File: src/rtl/pkt_dec_pkg.sv
package pkt_dec_pkg;
  localparam int PKT_BYTES   = 12;
  localparam int SENSE_BYTES = 10;
  localparam int ID_BYTES    = 32;
  localparam int LBA_W       = 24;
  localparam int LEN_W       = 16;
  localparam int RES_W       = 16;

  typedef enum logic [1:0] {RSP_NONE = 2'd0, RSP_READ = 2'd1, RSP_ERR = 2'd2} rsp_e;
  typedef enum logic [1:0] {FMT_M1 = 2'd0, FMT_EXT = 2'd1, FMT_RAW = 2'd2} fmt_e;
  typedef enum logic [1:0] {SRC_NONE = 2'd0, SRC_ID = 2'd1, SRC_SENSE = 2'd2} src_e;

  // error byte derived from a posted result
  function automatic logic [7:0] fold_err(input logic [RES_W-1:0] r);
    return {r[3:0], 4'h0};
  endfunction

  // identity table content, computed
  function automatic logic [7:0] id_byte(input logic [5:0] k);
    logic [7:0] t;
    t = {2'b00, k} * 8'd37 + 8'd11;
    return t;
  endfunction

  function automatic logic [7:0] clip_len(input logic [7:0] req, input logic [7:0] lim);
    return (req > lim) ? lim : req;
  endfunction
endpackage

File: src/rtl/pkt_mode_decode.sv
module pkt_mode_decode import pkt_dec_pkg::*; (
  input  logic [7:0] mode_byte,
  output fmt_e       fmt,
  output logic       mode_ok
);
  always_comb begin
    mode_ok = 1'b1;
    fmt     = FMT_M1;
    case (mode_byte)
      8'h20, 8'h28: fmt = FMT_M1;
      8'h24:        fmt = FMT_EXT;
      8'h30:        fmt = FMT_RAW;
      default:      mode_ok = 1'b0;
    endcase
  end
endmodule

File: src/rtl/pkt_id_rom.sv
module pkt_id_rom import pkt_dec_pkg::*; (
  input  logic [5:0] idx,
  output logic [7:0] val
);
  assign val = (idx < 6'(ID_BYTES)) ? id_byte(idx) : 8'h00;
endmodule

File: src/rtl/pkt_sense_store.sv
module pkt_sense_store import pkt_dec_pkg::*; (
  input  logic                 clk,
  input  logic                 rst_n,
  input  logic                 set_res,
  input  logic [RES_W-1:0]     res_val,
  input  logic                 set_lba,
  input  logic [LBA_W-1:0]     lba,
  input  logic                 take_snap,
  output logic [8*SENSE_BYTES-1:0] sense_flat,
  output logic [7:0]           snap [SENSE_BYTES]
);
  logic [7:0] sb [SENSE_BYTES];

  always_ff @(posedge clk) begin
    if (!rst_n) begin
      for (int i = 0; i < SENSE_BYTES; i++) begin
        sb[i]   <= 8'h00;
        snap[i] <= 8'h00;
      end
    end else begin
      if (take_snap)
        for (int i = 0; i < SENSE_BYTES; i++) snap[i] <= sb[i];
      if (set_res) begin
        sb[0] <= 8'hF0;
        sb[2] <= res_val[7:0];
        sb[8] <= res_val[15:8];
      end
      if (set_lba) begin
        sb[5] <= lba[23:16];
        sb[6] <= lba[15:8];
        sb[7] <= lba[7:0];
      end
    end
  end

  for (genvar g = 0; g < SENSE_BYTES; g++) begin : g_flat
    assign sense_flat[8*g +: 8] = sb[g];
  end
endmodule

File: src/rtl/pkt_cmd_decoder.sv
module pkt_cmd_decoder import pkt_dec_pkg::*; #(
  parameter logic [7:0]  OP_READY     = 8'h00,
  parameter logic [7:0]  OP_IDENT     = 8'h12,
  parameter logic [7:0]  OP_SENSE     = 8'h03,
  parameter logic [7:0]  OP_SPIN      = 8'h70,
  parameter logic [7:0]  OP_READ      = 8'h30,
  parameter logic [15:0] RES_NODISC   = 16'h3A02,
  parameter logic [15:0] RES_BADFIELD = 16'h2405,
  parameter logic [15:0] RES_BADCMD   = 16'h2005
) (
  input  logic        clk,
  input  logic        rst_n,
  input  logic        cmd_start,
  input  logic [95:0] cmd_pkt,
  input  logic        medium_present,
  output logic        med_req,
  output logic [23:0] med_lba,
  output logic [23:0] med_count,
  output logic [1:0]  med_fmt,
  input  logic        med_ack,
  input  logic [15:0] med_status,
  input  logic [15:0] med_len,
  output logic        done,
  output logic [1:0]  resp_type,
  output logic [15:0] resp_len,
  output logic        irq,
  output logic [7:0]  status,
  output logic [7:0]  error,
  output logic [79:0] sense,
  input  logic [4:0]  rd_addr,
  output logic [7:0]  rd_data
);
  logic [7:0] pb [PKT_BYTES];
  for (genvar g = 0; g < PKT_BYTES; g++) begin : g_pb
    assign pb[g] = cmd_pkt[8*g +: 8];
  end

  // named events for the checker
  logic accept, media_done;
  assign accept     = cmd_start && !med_req;
  assign media_done = med_req && med_ack;

  fmt_e dec_fmt;
  logic mode_ok;
  pkt_mode_decode u_mode (.mode_byte(pb[1]), .fmt(dec_fmt), .mode_ok(mode_ok));

  logic             set_res, set_lba, take_snap;
  logic [RES_W-1:0] res_val;
  logic [7:0]       snap [SENSE_BYTES];
  pkt_sense_store u_sense (
    .clk(clk), .rst_n(rst_n), .set_res(set_res), .res_val(res_val),
    .set_lba(set_lba), .lba(med_lba), .take_snap(take_snap),
    .sense_flat(sense), .snap(snap)
  );

  src_e       src_q;
  logic [4:0] base_q;
  logic [7:0] id_val;
  pkt_id_rom u_rom (.idx({1'b0, base_q} + {1'b0, rd_addr}), .val(id_val));

  // decode outcome
  logic             fin, raise, force_ready, raw_err, go_media;
  rsp_e             fin_rsp;
  logic [LEN_W-1:0] fin_len;
  src_e             fin_src;
  logic [4:0]       fin_base;

  always_comb begin
    set_res = 1'b0; res_val = '0; take_snap = 1'b0; set_lba = 1'b0;
    fin = 1'b0; fin_rsp = RSP_NONE; fin_len = '0; fin_src = SRC_NONE; fin_base = '0;
    raise = 1'b0; force_ready = 1'b0; raw_err = 1'b0; go_media = 1'b0;
    if (accept) begin
      case (pb[0])
        OP_READY: begin
          fin = 1'b1; set_res = 1'b1;
          if (!medium_present) begin
            res_val = RES_NODISC; fin_rsp = RSP_ERR;
          end else begin
            force_ready = 1'b1; raise = 1'b1;
          end
        end
        OP_IDENT: begin
          fin = 1'b1;
          if (pb[2] >= 8'(ID_BYTES)) begin
            raw_err = 1'b1; fin_rsp = RSP_ERR;
          end else begin
            set_res  = 1'b1; fin_rsp = RSP_READ; fin_src = SRC_ID;
            fin_base = pb[2][4:0];
            fin_len  = {8'h00, clip_len(pb[4], 8'(ID_BYTES) - pb[2])};
          end
        end
        OP_SENSE: begin
          fin = 1'b1; set_res = 1'b1; take_snap = 1'b1;
          fin_rsp = RSP_READ; fin_src = SRC_SENSE;
          fin_len = {8'h00, clip_len(pb[4], 8'(SENSE_BYTES))};
        end
        OP_SPIN: begin
          fin = 1'b1; set_res = 1'b1; raise = 1'b1;
        end
        OP_READ: begin
          if (mode_ok) go_media = 1'b1;
          else begin
            fin = 1'b1; set_res = 1'b1; res_val = RES_BADFIELD; fin_rsp = RSP_ERR;
          end
        end
        default: begin
          fin = 1'b1; set_res = 1'b1; res_val = RES_BADCMD; fin_rsp = RSP_ERR;
        end
      endcase
    end else if (media_done) begin
      fin = 1'b1; set_res = 1'b1; res_val = med_status;
      if (med_status != '0) begin
        set_lba = 1'b1; fin_rsp = RSP_ERR;
      end else begin
        fin_rsp = RSP_READ; fin_len = med_len;
      end
    end
    if (set_res && res_val != '0) raise = 1'b1;
  end

  logic [7:0] st_base, status_nx, error_nx;
  always_comb begin
    st_base   = accept ? (status | 8'h80) : status;
    status_nx = st_base;
    error_nx  = error;
    if (set_res) begin
      status_nx = (res_val != '0) ? 8'h51 : (st_base & 8'h7E);
      error_nx  = fold_err(res_val);
    end
    if (force_ready) status_nx = 8'h50;
    if (raw_err) begin
      status_nx = 8'h51;
      error_nx  = RES_BADFIELD[7:0];
    end
  end

  rsp_e rsp_q;
  fmt_e fmt_q;
  assign resp_type = rsp_q;
  assign med_fmt   = fmt_q;

  always_ff @(posedge clk) begin
    if (!rst_n) begin
      status <= 8'h50; error <= 8'h01; done <= 1'b0; irq <= 1'b0;
      rsp_q <= RSP_NONE; resp_len <= '0; src_q <= SRC_NONE; base_q <= '0;
      med_req <= 1'b0; med_lba <= '0; med_count <= '0; fmt_q <= FMT_M1;
    end else begin
      status <= status_nx;
      error  <= error_nx;
      done   <= fin;
      irq    <= raise;
      if (fin) begin
        rsp_q <= fin_rsp; resp_len <= fin_len; src_q <= fin_src; base_q <= fin_base;
      end
      if (go_media) begin
        med_req   <= 1'b1;
        med_lba   <= {pb[2], pb[3], pb[4]};
        med_count <= {pb[8], pb[9], pb[10]};
        fmt_q     <= dec_fmt;
      end else if (media_done) begin
        med_req <= 1'b0;
      end
    end
  end

  always_comb begin
    rd_data = 8'h00;
    case (src_q)
      SRC_ID: rd_data = id_val;
      SRC_SENSE:
        for (int k = 0; k < SENSE_BYTES; k++)
          if (rd_addr == 5'(k)) rd_data = snap[k];
      default: rd_data = 8'h00;
    endcase
  end
endmodule

File: config.mk
export PLATFORM = sky130hd
export DESIGN_NAME = pkt_cmd_decoder
export DESIGN_NICKNAME = d
export VERILOG_FILES = /design/src/rtl/pkt_dec_pkg.sv /design/src/rtl/pkt_mode_decode.sv /design/src/rtl/pkt_id_rom.sv /design/src/rtl/pkt_sense_store.sv /design/src/rtl/pkt_cmd_decoder.sv
export SDC_FILE = /design/constraint.sdc
export NUM_CORES = 1
export LEC_CHECK = 0
export ABC_AREA = 0
export BUFFER_PORTS_ARGS = -buffer_cell sky130_fd_sc_hd__clkbuf_2
export CAP_MARGIN = 20
export CORE_MARGIN = 2
export CORE_UTILIZATION = 40
export DETAILED_ROUTE_END_ITERATION = 8
export PLACE_DENSITY = 0.7
export SLEW_MARGIN = 15
export SYNTH_ARGS = -nofsm -noshare
export SYNTH_HDL_FRONTEND = slang
export SYNTH_SLANG_ARGS = --single-unit
File: constraint.sdc
create_clock -name clk -period 4 [get_ports clk]
set_clock_uncertainty 0.2 [all_clocks]
set_input_delay 0.2 -clock clk [delete_from_list [all_inputs] [get_ports clk]]
set_output_delay 0.2 -clock clk [all_outputs]
set_load 0.02 [all_outputs]
==> impl_metrics.toml <==
[pwr]
ir_drop_uv = 273
combPwrFrac = 0.132
p_clk_frac = 0.409
p_leak_nw = 4.59
p_sw_mw = 1.01
seq_power_share = 0.459
switching_share = 0.261
powerDensity_mw_per_mm2 = 352
internal-power_mw = 2.87

[clock_network]
clkTransAtPathRegs_ns = 0.06
cts-root-buf = "clkbuf_16"
insertion_delay_ns = 0.42
cts_buffer_depth = 2
cts_sinks = 169
postCtsSetupBuffers = 0
cts_inserted_buffers = 17
h-tree-depth = 4
cts_tree = "yes"

[routing]
drt_wl_total_um = 25600
wire_per_inst_um = 16.8
first_pass_iters = 5
remaining_drc_errors = 0
vias_per_cell = 5.06
ant_nets = 0
vias = 7684
drt_iter0_markers = 472

[floorplan]
start_util = 0.404
die_area_mm2 = 0.0214
core_mm2 = 0.0200
io_pins = 313
die_height_um = 146
dieWidth_um = 146
rows = 52

[sta]
fin_crit_sh = 1.02
slew_violations = 0
relSlewSlack = 0.347
setup_violations = 2
worst_pin_slew_ns = 0.972
layout_setup_ws_ns = -0.0845
final.setup.tns_ns = -0.0887
period_minus_slack_ns = 4.08
hold_viol_final = 0
max_freq_ghz = 0.245
rsz0062_at_grt = "yes"

[synthesis]
synth_ff_type = "dfxtp_1"
synth_area_mm2 = 0.00809
synth_top_area_cell = "dfxtp_1"
synth_cell_types = 70
syn-instance-count = 920
synth_top_area_share = 0.319
synth_edf_count = 40
synth-async-reset-ratio = 0
syn-mean-instance-area_um2 = 8.80
yosys_warnings = 0
yosys_register_bits = 169
synth_area_leaders = "dfxtp_1 (32%), edfxtp_1 (15%), nand2_1 (9.8%)"
yosysSeqAreaShare = 0.468

[final_layout]
area_delta_synth_final_pct = 36.6
layout_common_cells = "clkbuf_2 (235), nand2_1 (211), a21oi_1 (131)"
drive_above_1_share = 0.272
fillers = 1794
layout_commonest_cell = "clkbuf_2"
n_antenna_cell = 0
nets = 1409
final_area_mm2 = 0.0111

[flow_run]
cap_violations = 0

[grt]
grt_pass1_wl_um = 39900
antenna_found_initial = 0
grt_pass1_vias = 7633
grt_max_degree = 66
grt_usage = 0.235
grt_overflow = 0

[worst_setup_path]
crit_type = "register to primary output"
path_max_fanout = 3
crit_required_ns = 3.60
crit_arrival_ns = 3.68
start_kind = "register"
cp-end-kind = "primary output"

[run_status]
status = "finished with violations"
violations = "setup timing"

[worst_hold_path]
hold_path_class = "input port to register"

[placed_design]
port_buffers = 238
place_hpwl_um = 17700
placed_area_mm2 = 0.00940
place.gp.congestion = 0.942
-- flip-flops by register name (all words and copies together) (netlist names) --
register      cells
med_req           1
done              1
src_q             2
resp_len         16
u_sense.sb       41
med_fmt           2
resp_type         2
status            3
error             6
med_lba          24
u_sense.snap     41
med_count        24
base_q            5
irq               1
-- cells in the mapped netlist, types with 4 or more instances --
cell type,instances
xor2_1,10
or2_2,4
buf_4,51
and2_1,26
a31oi_1,4
mux2i_1,5
a221oi_1,7
a21oi_1,135
nand4_1,4
and3_1,9
nor4_1,7
nand2_1,211
nor2_1,38
clkbuf_1,33
or3_1,7
buf_2,8
edfxtp_1,40
dfxtp_1,129
a21o_1,4
a22oi_1,21
ha_1,33
inv_1,17
nand2b_1,5
o22ai_1,13
o21ai_0,9
xnor2_1,7
nor3_1,11
nand3_1,10
nor2b_1,6
-- layout make-up --
cell class,instances,area (um2),share of cell area
repair buffers,349,2270,0.205
multi-input cells,680,4030,0.365
flip-flops and latches,169,3790,0.342
well taps,270,338,0.0306
inverters,18,70.1,0.00634
clock inverters,13,120,0.0109
clock buffers,19,443,0.0401
-- final timing paths --
| kind | start | endpoint | slack [ns] | cells after the start |
|---|---|---|---|---|
| worst min-delay path | cmd_pkt[6] | irq$_SDFF_PN0_ | 0.01 | 5 |
| worst min register to register | med_count[12]$_SDFFE_PN0P_ | med_count[12]$_SDFFE_PN0P_ | 0.25 | 2 |
| worst max register to register | med_req$_SDFFE_PN0P_ | med_fmt[1]$_SDFFE_PN0P_ | 1.27 | 6 |
| worst max-delay path | base_q[0]$_SDFFE_PN0P_ | rd_data[7] | -0.08 | 16 |
-- cells by family (layout without fill, tap and decap cells) --
group / after synthesis / count (layout) / synth area share
multiplexers: 8 / 8 / 0.0104
other: 1 / 42 / 0.000463
flip-flops: 169 / 169 / 0.468
AND/OR/NAND/NOR: 359 / 359 / 0.207
AO/OA/AOI/OAI: 217 / 217 / 0.159
buffers and inverters: 112 / 399 / 0.0778
adder cells (fa/ha/maj): 37 / 37 / 0.0597
XOR/XNOR: 17 / 17 / 0.0184
-- critical path, cell delays in order (launching register included) --
cell	delay, ns
dfxtp_2	0.34
ha_4	0.16
fa_2	0.33
a21o_1	0.17
a21oi_2	0.17
xnor2_2	0.11
ha_1	0.28
inv_1	0.05
fa_1	0.52
inv_2	0.05
ha_4	0.26
ha_4	0.20
a21oi_2	0.13
o21ai_2	0.07
xnor2_1	0.12
o22ai_1	0.14
buf_4	0.16
-- per-stage QoR --
| step | setup slack (ns) | hold WS [ns] | utilization | power (mW) | std cells |
|---|---|---|---|---|---|
| 2_1_floorplan | 0.0486 | 0.136 | - | 2.09 | 961 |
| 3_3_place_gp | 0.0126 | 0.222 | 0.469 | 2.21 | 1396 |
| 3_5_place_dp | -0.0444 | 0.227 | 0.469 | 2.22 | 1396 |
| 4_1_cts | -0.168 | 0.0000930 | 0.547 | 3.89 | 1517 |
| 5_1_grt | -0.276 | 0.0472 | 0.552 | 4.03 | 1518 |
| 6_report | -0.0845 | 0.00975 | 0.552 | 3.89 | 1518 |
-- power by group through the flow --
stage	clock (mW)	sequential (mW)	combinational [mW]
floorplan	0	1.85	0.245
global placement	0	1.82	0.390
detailed placement	0	1.82	0.397
CTS	1.61	1.79	0.489
global route	1.69	1.79	0.553
finish	1.59	1.78	0.514
-- layer usage --
layer,up-vias,GRT usage,wire [um]
met5,-,0,0
met4,0,0.0859,645
met3,40,0.0513,1770
met2,323,0.396,12500
met1,3584,0.298,10600
li1,3737,-,-
-- repair_timing --
item | in CTS | in global routing
pin swaps | 13 | 14
gates cloned | 0 | 0
gates resized for setup | 24 | 9
setup endpoints to repair | 4 | 3
hold buffers | 89 | 0
hold endpoints to repair | 92 | 0
Note: power is estimated with default switching activity, not from simulation.
